===== config.mk =====
export PLATFORM = sky130hd
export DESIGN_NAME = lens_cmd_relay
export DESIGN_NICKNAME = d
export VERILOG_FILES = /design/src/rtl/lcr_pkg.sv /design/src/rtl/lcr_cmd_stage.sv /design/src/rtl/lcr_reply_buf.sv /design/src/rtl/lcr_relay_fsm.sv /design/src/rtl/lens_cmd_relay.sv
export SDC_FILE = /design/constraint.sdc
export NUM_CORES = 1
export LEC_CHECK = 0
export CORE_MARGIN = 10
export CORE_UTILIZATION = 50
export CTS_BUF_LIST = sky130_fd_sc_hd__clkbuf_16
export CTS_CLUSTER_SIZE = 25
export DETAILED_ROUTE_END_ITERATION = 12
export PLACE_DENSITY = 0.67
export SYNTH_ARGS = -nofsm -noshare
export SYNTH_HDL_FRONTEND = slang
export SYNTH_HIERARCHICAL = 1
export SYNTH_SLANG_ARGS = --single-unit

===== constraint.sdc =====
create_clock -name clk -period 3.6 [get_ports clk]
set_input_delay 0.72 -clock clk [delete_from_list [all_inputs] [get_ports clk]]
set_output_delay 0.72 -clock clk [all_outputs]
set_load 0.005 [all_outputs]

===== src/rtl/lcr_pkg.sv =====
package lcr_pkg;
    typedef enum logic [1:0] {
        RLY_IDLE = 2'd0,
        RLY_SEND = 2'd1,
        RLY_WAIT = 2'd2
    } relay_state_t;

    localparam logic [1:0] LCR_ADDR_CTRL  = 2'd0;
    localparam logic [1:0] LCR_ADDR_CMD   = 2'd1;
    localparam logic [1:0] LCR_ADDR_REPLY = 2'd2;
endpackage


===== src/rtl/lcr_cmd_stage.sv =====
module lcr_cmd_stage #(
    parameter int DATA_W    = 8,
    parameter int CMD_BYTES = 4
) (
    input  logic              clk,
    input  logic              rst_n,
    input  logic              wr_en,
    input  logic [DATA_W-1:0] wr_data,
    input  logic              restart,
    input  logic              advance,
    output logic [DATA_W-1:0] tx_byte,
    output logic              tx_last
);
    localparam int IDX_W = (CMD_BYTES > 1) ? $clog2(CMD_BYTES) : 1;
    localparam logic [IDX_W-1:0] LAST_IDX = IDX_W'(CMD_BYTES - 1);

    typedef struct packed {
        logic [CMD_BYTES-1:0][DATA_W-1:0] bytes;
        logic [IDX_W-1:0]                 fill;
        logic [IDX_W-1:0]                 send;
    } stage_t;

    stage_t st_d, st_q;

    always_comb begin
        st_d = st_q;
        if (restart) begin
            st_d.fill = '0;
            st_d.send = '0;
        end else begin
            if (wr_en) begin
                st_d.bytes[st_q.fill] = wr_data;
                st_d.fill = (st_q.fill == LAST_IDX) ? '0 : st_q.fill + 1'b1;
            end
            if (advance) begin
                st_d.send = (st_q.send == LAST_IDX) ? '0 : st_q.send + 1'b1;
            end
        end
    end

    always_ff @(posedge clk or negedge rst_n) begin
        if (!rst_n) st_q <= '0;
        else        st_q <= st_d;
    end

    assign tx_byte = st_q.bytes[st_q.send];
    assign tx_last = (st_q.send == LAST_IDX);
endmodule


===== src/rtl/lcr_reply_buf.sv =====
module lcr_reply_buf #(
    parameter int DATA_W = 8,
    parameter int CNT_W  = 6
) (
    input  logic              clk,
    input  logic              rst_n,
    input  logic              clear,
    input  logic              push,
    input  logic [DATA_W-1:0] push_data,
    input  logic              pop,
    output logic [CNT_W-1:0]  count,
    output logic [DATA_W-1:0] head_byte
);
    localparam int DEPTH = (1 << CNT_W) - 1;
    localparam logic [CNT_W-1:0] FULL = CNT_W'(DEPTH);

    typedef struct packed {
        logic [DEPTH-1:0][DATA_W-1:0] mem;
        logic [CNT_W-1:0]             cnt;
        logic [CNT_W-1:0]             rptr;
    } rbuf_t;

    rbuf_t rb_d, rb_q;

    always_comb begin
        rb_d = rb_q;
        if (clear) begin
            rb_d.cnt  = '0;
            rb_d.rptr = '0;
        end else begin
            if (push && (rb_q.cnt != FULL)) begin
                rb_d.mem[rb_q.cnt] = push_data;
                rb_d.cnt = rb_q.cnt + 1'b1;
            end
            if (pop && (rb_q.rptr < rb_q.cnt)) begin
                rb_d.rptr = rb_q.rptr + 1'b1;
            end
        end
    end

    always_ff @(posedge clk or negedge rst_n) begin
        if (!rst_n) rb_q <= '0;
        else        rb_q <= rb_d;
    end

    assign count     = rb_q.cnt;
    assign head_byte = (rb_q.rptr < rb_q.cnt) ? rb_q.mem[rb_q.rptr] : '0;
endmodule


===== src/rtl/lcr_relay_fsm.sv =====
module lcr_relay_fsm
    import lcr_pkg::*;
(
    input  logic clk,
    input  logic rst_n,
    input  logic launch_req,
    input  logic tx_ready,
    input  logic tx_last,
    input  logic rx_end,
    output logic accept,
    output logic idle,
    output logic tx_valid,
    output logic tx_fire,
    output logic capturing,
    output logic done
);
    typedef struct packed {
        relay_state_t state;
        logic         done;
    } fsm_t;

    fsm_t f_d, f_q;

    always_comb begin
        f_d       = f_q;
        accept    = 1'b0;
        tx_valid  = 1'b0;
        tx_fire   = 1'b0;
        capturing = 1'b0;
        unique case (f_q.state)
            RLY_IDLE: begin
                if (launch_req) begin
                    accept    = 1'b1;
                    f_d.state = RLY_SEND;
                    f_d.done  = 1'b0;
                end
            end
            RLY_SEND: begin
                tx_valid = 1'b1;
                tx_fire  = tx_ready;
                if (tx_ready && tx_last) f_d.state = RLY_WAIT;
            end
            RLY_WAIT: begin
                capturing = 1'b1;
                if (rx_end) begin
                    f_d.state = RLY_IDLE;
                    f_d.done  = 1'b1;
                end
            end
            default: f_d.state = RLY_IDLE;
        endcase
    end

    always_ff @(posedge clk or negedge rst_n) begin
        if (!rst_n) begin
            f_q.state <= RLY_IDLE;
            f_q.done  <= 1'b0;
        end else begin
            f_q <= f_d;
        end
    end

    assign idle = (f_q.state == RLY_IDLE);
    assign done = f_q.done;
endmodule


===== src/rtl/lens_cmd_relay.sv =====
module lens_cmd_relay
    import lcr_pkg::*;
#(
    parameter int DATA_W    = 8,
    parameter int CMD_BYTES = 4
) (
    input  logic              clk,
    input  logic              rst_n,
    input  logic [1:0]        host_addr,
    input  logic              host_wr,
    input  logic              host_rd,
    input  logic [DATA_W-1:0] host_wdata,
    output logic [DATA_W-1:0] host_rdata,
    output logic              tx_valid,
    input  logic              tx_ready,
    output logic [DATA_W-1:0] tx_data,
    input  logic              rx_valid,
    input  logic [DATA_W-1:0] rx_data,
    input  logic              rx_end
);
    // Count occupies control bits above the flag and the launch bit.
    localparam int CNT_W = DATA_W - 2;

    logic             launch_req, cmd_wr, pop;
    logic             fsm_accept, fsm_idle, fsm_fire, fsm_capture, fsm_done;
    logic             stage_last;
    logic [CNT_W-1:0] rep_count;
    logic [DATA_W-1:0] rep_head;

    assign launch_req = host_wr && (host_addr == LCR_ADDR_CTRL) && host_wdata[0];
    assign cmd_wr     = host_wr && (host_addr == LCR_ADDR_CMD) && fsm_idle;
    assign pop        = host_rd && (host_addr == LCR_ADDR_REPLY) && fsm_done;

    lcr_relay_fsm u_fsm (
        .clk       (clk),
        .rst_n     (rst_n),
        .launch_req(launch_req),
        .tx_ready  (tx_ready),
        .tx_last   (stage_last),
        .rx_end    (rx_end),
        .accept    (fsm_accept),
        .idle      (fsm_idle),
        .tx_valid  (tx_valid),
        .tx_fire   (fsm_fire),
        .capturing (fsm_capture),
        .done      (fsm_done)
    );

    lcr_cmd_stage #(.DATA_W(DATA_W), .CMD_BYTES(CMD_BYTES)) u_stage (
        .clk    (clk),
        .rst_n  (rst_n),
        .wr_en  (cmd_wr),
        .wr_data(host_wdata),
        .restart(fsm_accept),
        .advance(fsm_fire),
        .tx_byte(tx_data),
        .tx_last(stage_last)
    );

    lcr_reply_buf #(.DATA_W(DATA_W), .CNT_W(CNT_W)) u_rbuf (
        .clk      (clk),
        .rst_n    (rst_n),
        .clear    (fsm_accept),
        .push     (fsm_capture && rx_valid),
        .push_data(rx_data),
        .pop      (pop),
        .count    (rep_count),
        .head_byte(rep_head)
    );

    always_comb begin
        unique case (host_addr)
            LCR_ADDR_CTRL:  host_rdata = {rep_count, fsm_done, 1'b0};
            LCR_ADDR_REPLY: host_rdata = fsm_done ? rep_head : '0;
            default:        host_rdata = '0;
        endcase
    end
endmodule


==> run metrics <==
final period utilization 111%; worst r2r path cells 6; IO Pins 42; Most Frequent Cell on Critical Path buf_12; Longest Clk Path Bufs 3; Detailed Place HPWL 39.9 mm; DRC 0; maxcap violations 0; initial core utilization 50.4%; final worst setup slack -0.386 ns; Core Box Area 51,100 um^2; r2r endpoint u_rbuf/rb_q[148]; Ys Warns 6; WP buf/inv 5; Die Span Y 247 um; hold buffers post-CTS 0; P_sw 3.50 mW; n_diodes 0; Cell Area, Synth 25,700 um^2; Crit. Startpoint u_rbuf/rb_q[0]; I/O Buffers 41; failing checks setup timing; Top delay family on crit path compound AO/OA/AOI/OAI gates; CP endpoint host_rdata[6]; status finished with violations; clock tree sinks 555; Worst setup EP type output port; share of cells above drive strength 1 55.3%; Max Freq 251 MHz; EDFF count, synth 0; FF-to-FF setup slack 0.41 ns; CTS tree built; Worst Tran Pin Value 1.32 ns; HP Class in -> async; Die W 247 um; Main synth FF type dfrtp_1; critical path cell sequence buf_12 > buf_12 > buf_12 > buf_16 > mux4_2 > a22o_1 > nor2_1 > o221ai_2 > a32o_2 > buf_6; non-filler cells, final 2,554; syn_nets 1,745; Tot Pwr 14.3 mW; CTS root buf clkbuf_16; register area share after synthesis 54.0%; Largest stage delay, worst path 0.57 ns; grt ovf 0; post-placement cell count 2,422; first-pass iteration count of the detailed router 5; first-pass GRT wire length 97.9 mm; WL/cell 24.1 um; Levels on crit path 10; Setup CP Type reg -> out; RSZ-0062 raised after global routing yes; total wire length 61.4 mm; minimum clock period 3.99 ns; r2r startpoint u_fsm/f_q[2]; total CTS buffers 59; initial antenna violation count 0; setup violators final 8; ys async rst share 100%; Critical Path AT 3.27 ns; vias in the first global route 16,422; worst-path maximum fanout 7; Crit-path slowest cell dfrtp_4; Leak 14.5 nW; worst skew pair latency 0.61 ns; worst rel slew slack 11.8%; Layout area overhead 17.2%; Layout Skew 0.0223 ns; WP data required 2.88 ns; Iter 0 DRT Violations 922; Sw Share 24.5%; post-synthesis cell count 1,708; critical path launch point type register; ANT nets after route 0; Hold Violations, Final 0; nets@finish 1,872; post-route setup TNS -2.50 ns; Clock Power Share 39.7%; via count 15,195; P per Cell Area 474 nW/um^2; library cells used by synthesis 53; Clock transition at path regs 0.06 ns; full die area 61,000 um^2; internal power 10.8 mW; Worst VDD drop 483 uV; Flop pwr share 47.0%; row count 83; DR vias/cell 5.95; # fillers 3,978; Seq cells post-synth 555; H-Tree Level Count 2; GRT Total Usage 20.5%; power share of the combinational group 13.3%; largest net degree at the start of global routing 89; global placer's final weighted congestion 0.886; Avg Inst Size Synth 15.1 um^2; Slew Limit Fails 0
==> worst min path at each step <==
stage               slack (ns)  cells after the start       startpoint                to
floorplan                 0.42                      0            rst_n        u_fsm/done
global placement          0.48                      1  u_rbuf/rb_q[46]   u_rbuf/rb_q[46]
detailed placement        0.48                      1  u_rbuf/rb_q[46]   u_rbuf/rb_q[46]
CTS                       0.16                      1            rst_n  u_rbuf/rb_q[307]
global route              0.19                      1            rst_n  u_rbuf/rb_q[307]
finish                    0.16                      1            rst_n  u_rbuf/rb_q[307]
==> per-layer routing <==
metal / wire (um) / vias to the layer above / track usage (%)
met2: 29200 / 326 / 32.6
li1: - / 6610 / -
met3: 2790 / 103 / 3.29
met4: 1640 / 0 / 5.81
met5: 0 / - / 0
met1: 27800 / 8156 / 28.8
==> synthesized netlist by cell type, types with 8 or more instances <==
master      n  share of area, %
buf_2      20              0.39
a22o_1     16              0.54
nor3_2      8              0.31
nand2b_1    9              0.22
inv_1      10              0.15
dfrtp_1   555                54
mux2i_1    20              0.78
mux4_2    128                11
o221ai_1    8              0.27
a22oi_1    40               1.2
o21ai_0    11              0.21
mux2_2    537                23
nor2_1     55              0.80
nand2_1    48              0.70
nand2_2    32              0.78
ha_1       12              0.58
nor2b_1    12              0.29
clkbuf_1   81               1.2
a21oi_1    27              0.52
buf_1      14              0.20
==> cell usage in the layout (no fill, tap or decap), drive strengths merged, types with 10 or more instances in the layout <==
cell type and n:
dfrtp 555, mux2 539, buf 165, mux4 128, nand2 80, clkbuf 60
nor2 59, a22oi 40, inv 28, a21oi 27, clkdlybuf4s50 24, mux2i 20
clkinv 19, a22o 16, ha 12, nor2b 12, o21ai 12, nor3 10
==> what timing repair did <==
| item | 4_1_cts | 5_1_grt |
|---|---|---|
| gates cloned | 5 | 0 |
| setup endpoints to repair | 8 | 8 |
| gates resized for setup | 116 | 20 |
| buffers inserted | 25 | 4 |
| pin swaps | 38 | 18 |
==> flip-flops by register name (all words and copies together), names as in the netlist <==
| signal | count |
|---|---|
| u_rbuf/rb_q | 510 |
| u_fsm/done | 1 |
| u_fsm/f_q | 2 |
| u_rbuf/count | 6 |
| u_stage/st_q | 36 |
==> power by group through the flow <==
| stage | Sequential (mW) | Combinational, mW | Clock [mW] |
|---|---|---|---|
| after floorplan | 6.73 | 1.03 | 0 |
| after global routing | 6.76 | 2.05 | 6.07 |
| after CTS | 6.72 | 1.89 | 5.83 |
| after detailed placement | 6.83 | 1.70 | 0 |
| final | 6.72 | 1.90 | 5.67 |
| after global placement | 6.81 | 1.66 | 0 |
==> stage by stage <==
step / utilization, % / instance area (um^2) / hold WS (ns) / worst slack (ns)
2_1_floorplan: - / 25700 / 0.424 / 0.336
3_3_place_gp: 54.0 / 27600 / 0.480 / -0.347
3_5_place_dp: 54.0 / 27600 / 0.485 / -0.339
4_1_cts: 58.9 / 30100 / 0.161 / -0.391
5_1_grt: 59.1 / 30200 / 0.186 / -0.443
6_report: 59.1 / 30200 / 0.159 / -0.386
==> layout make-up <==
cell class | count | area (um^2) | share of cell area (%)
Inverter | 12 | 45.0 | 0.149
Tap cell | 680 | 851 | 2.82
Sequential cell | 555 | 13900 | 46.1
Multi-Input combinational cell | 1017 | 11600 | 38.3
Clock inverter | 40 | 288 | 0.954
Timing Repair Buffer | 190 | 2040 | 6.75
Clock buffer | 60 | 1500 | 4.98
==> logic make-up (layout without fill, tap and decap cells) <==
| family | Yosys count | in the layout | synth area share (%) |
|---|---|---|---|
| buffers and inverters | 136 | 302 | 2.26 |
| DFF | 555 | 555 | 54.0 |
| AOI/OAI and AO/OA | 116 | 116 | 3.20 |
| xor gates and xnor gates | 5 | 5 | 0.170 |
| muxes | 687 | 687 | 35.6 |
| and+or+nand+nor | 197 | 197 | 4.27 |
| adders and majority gates | 12 | 12 | 0.583 |
Power figures use the tool's default switching activity.
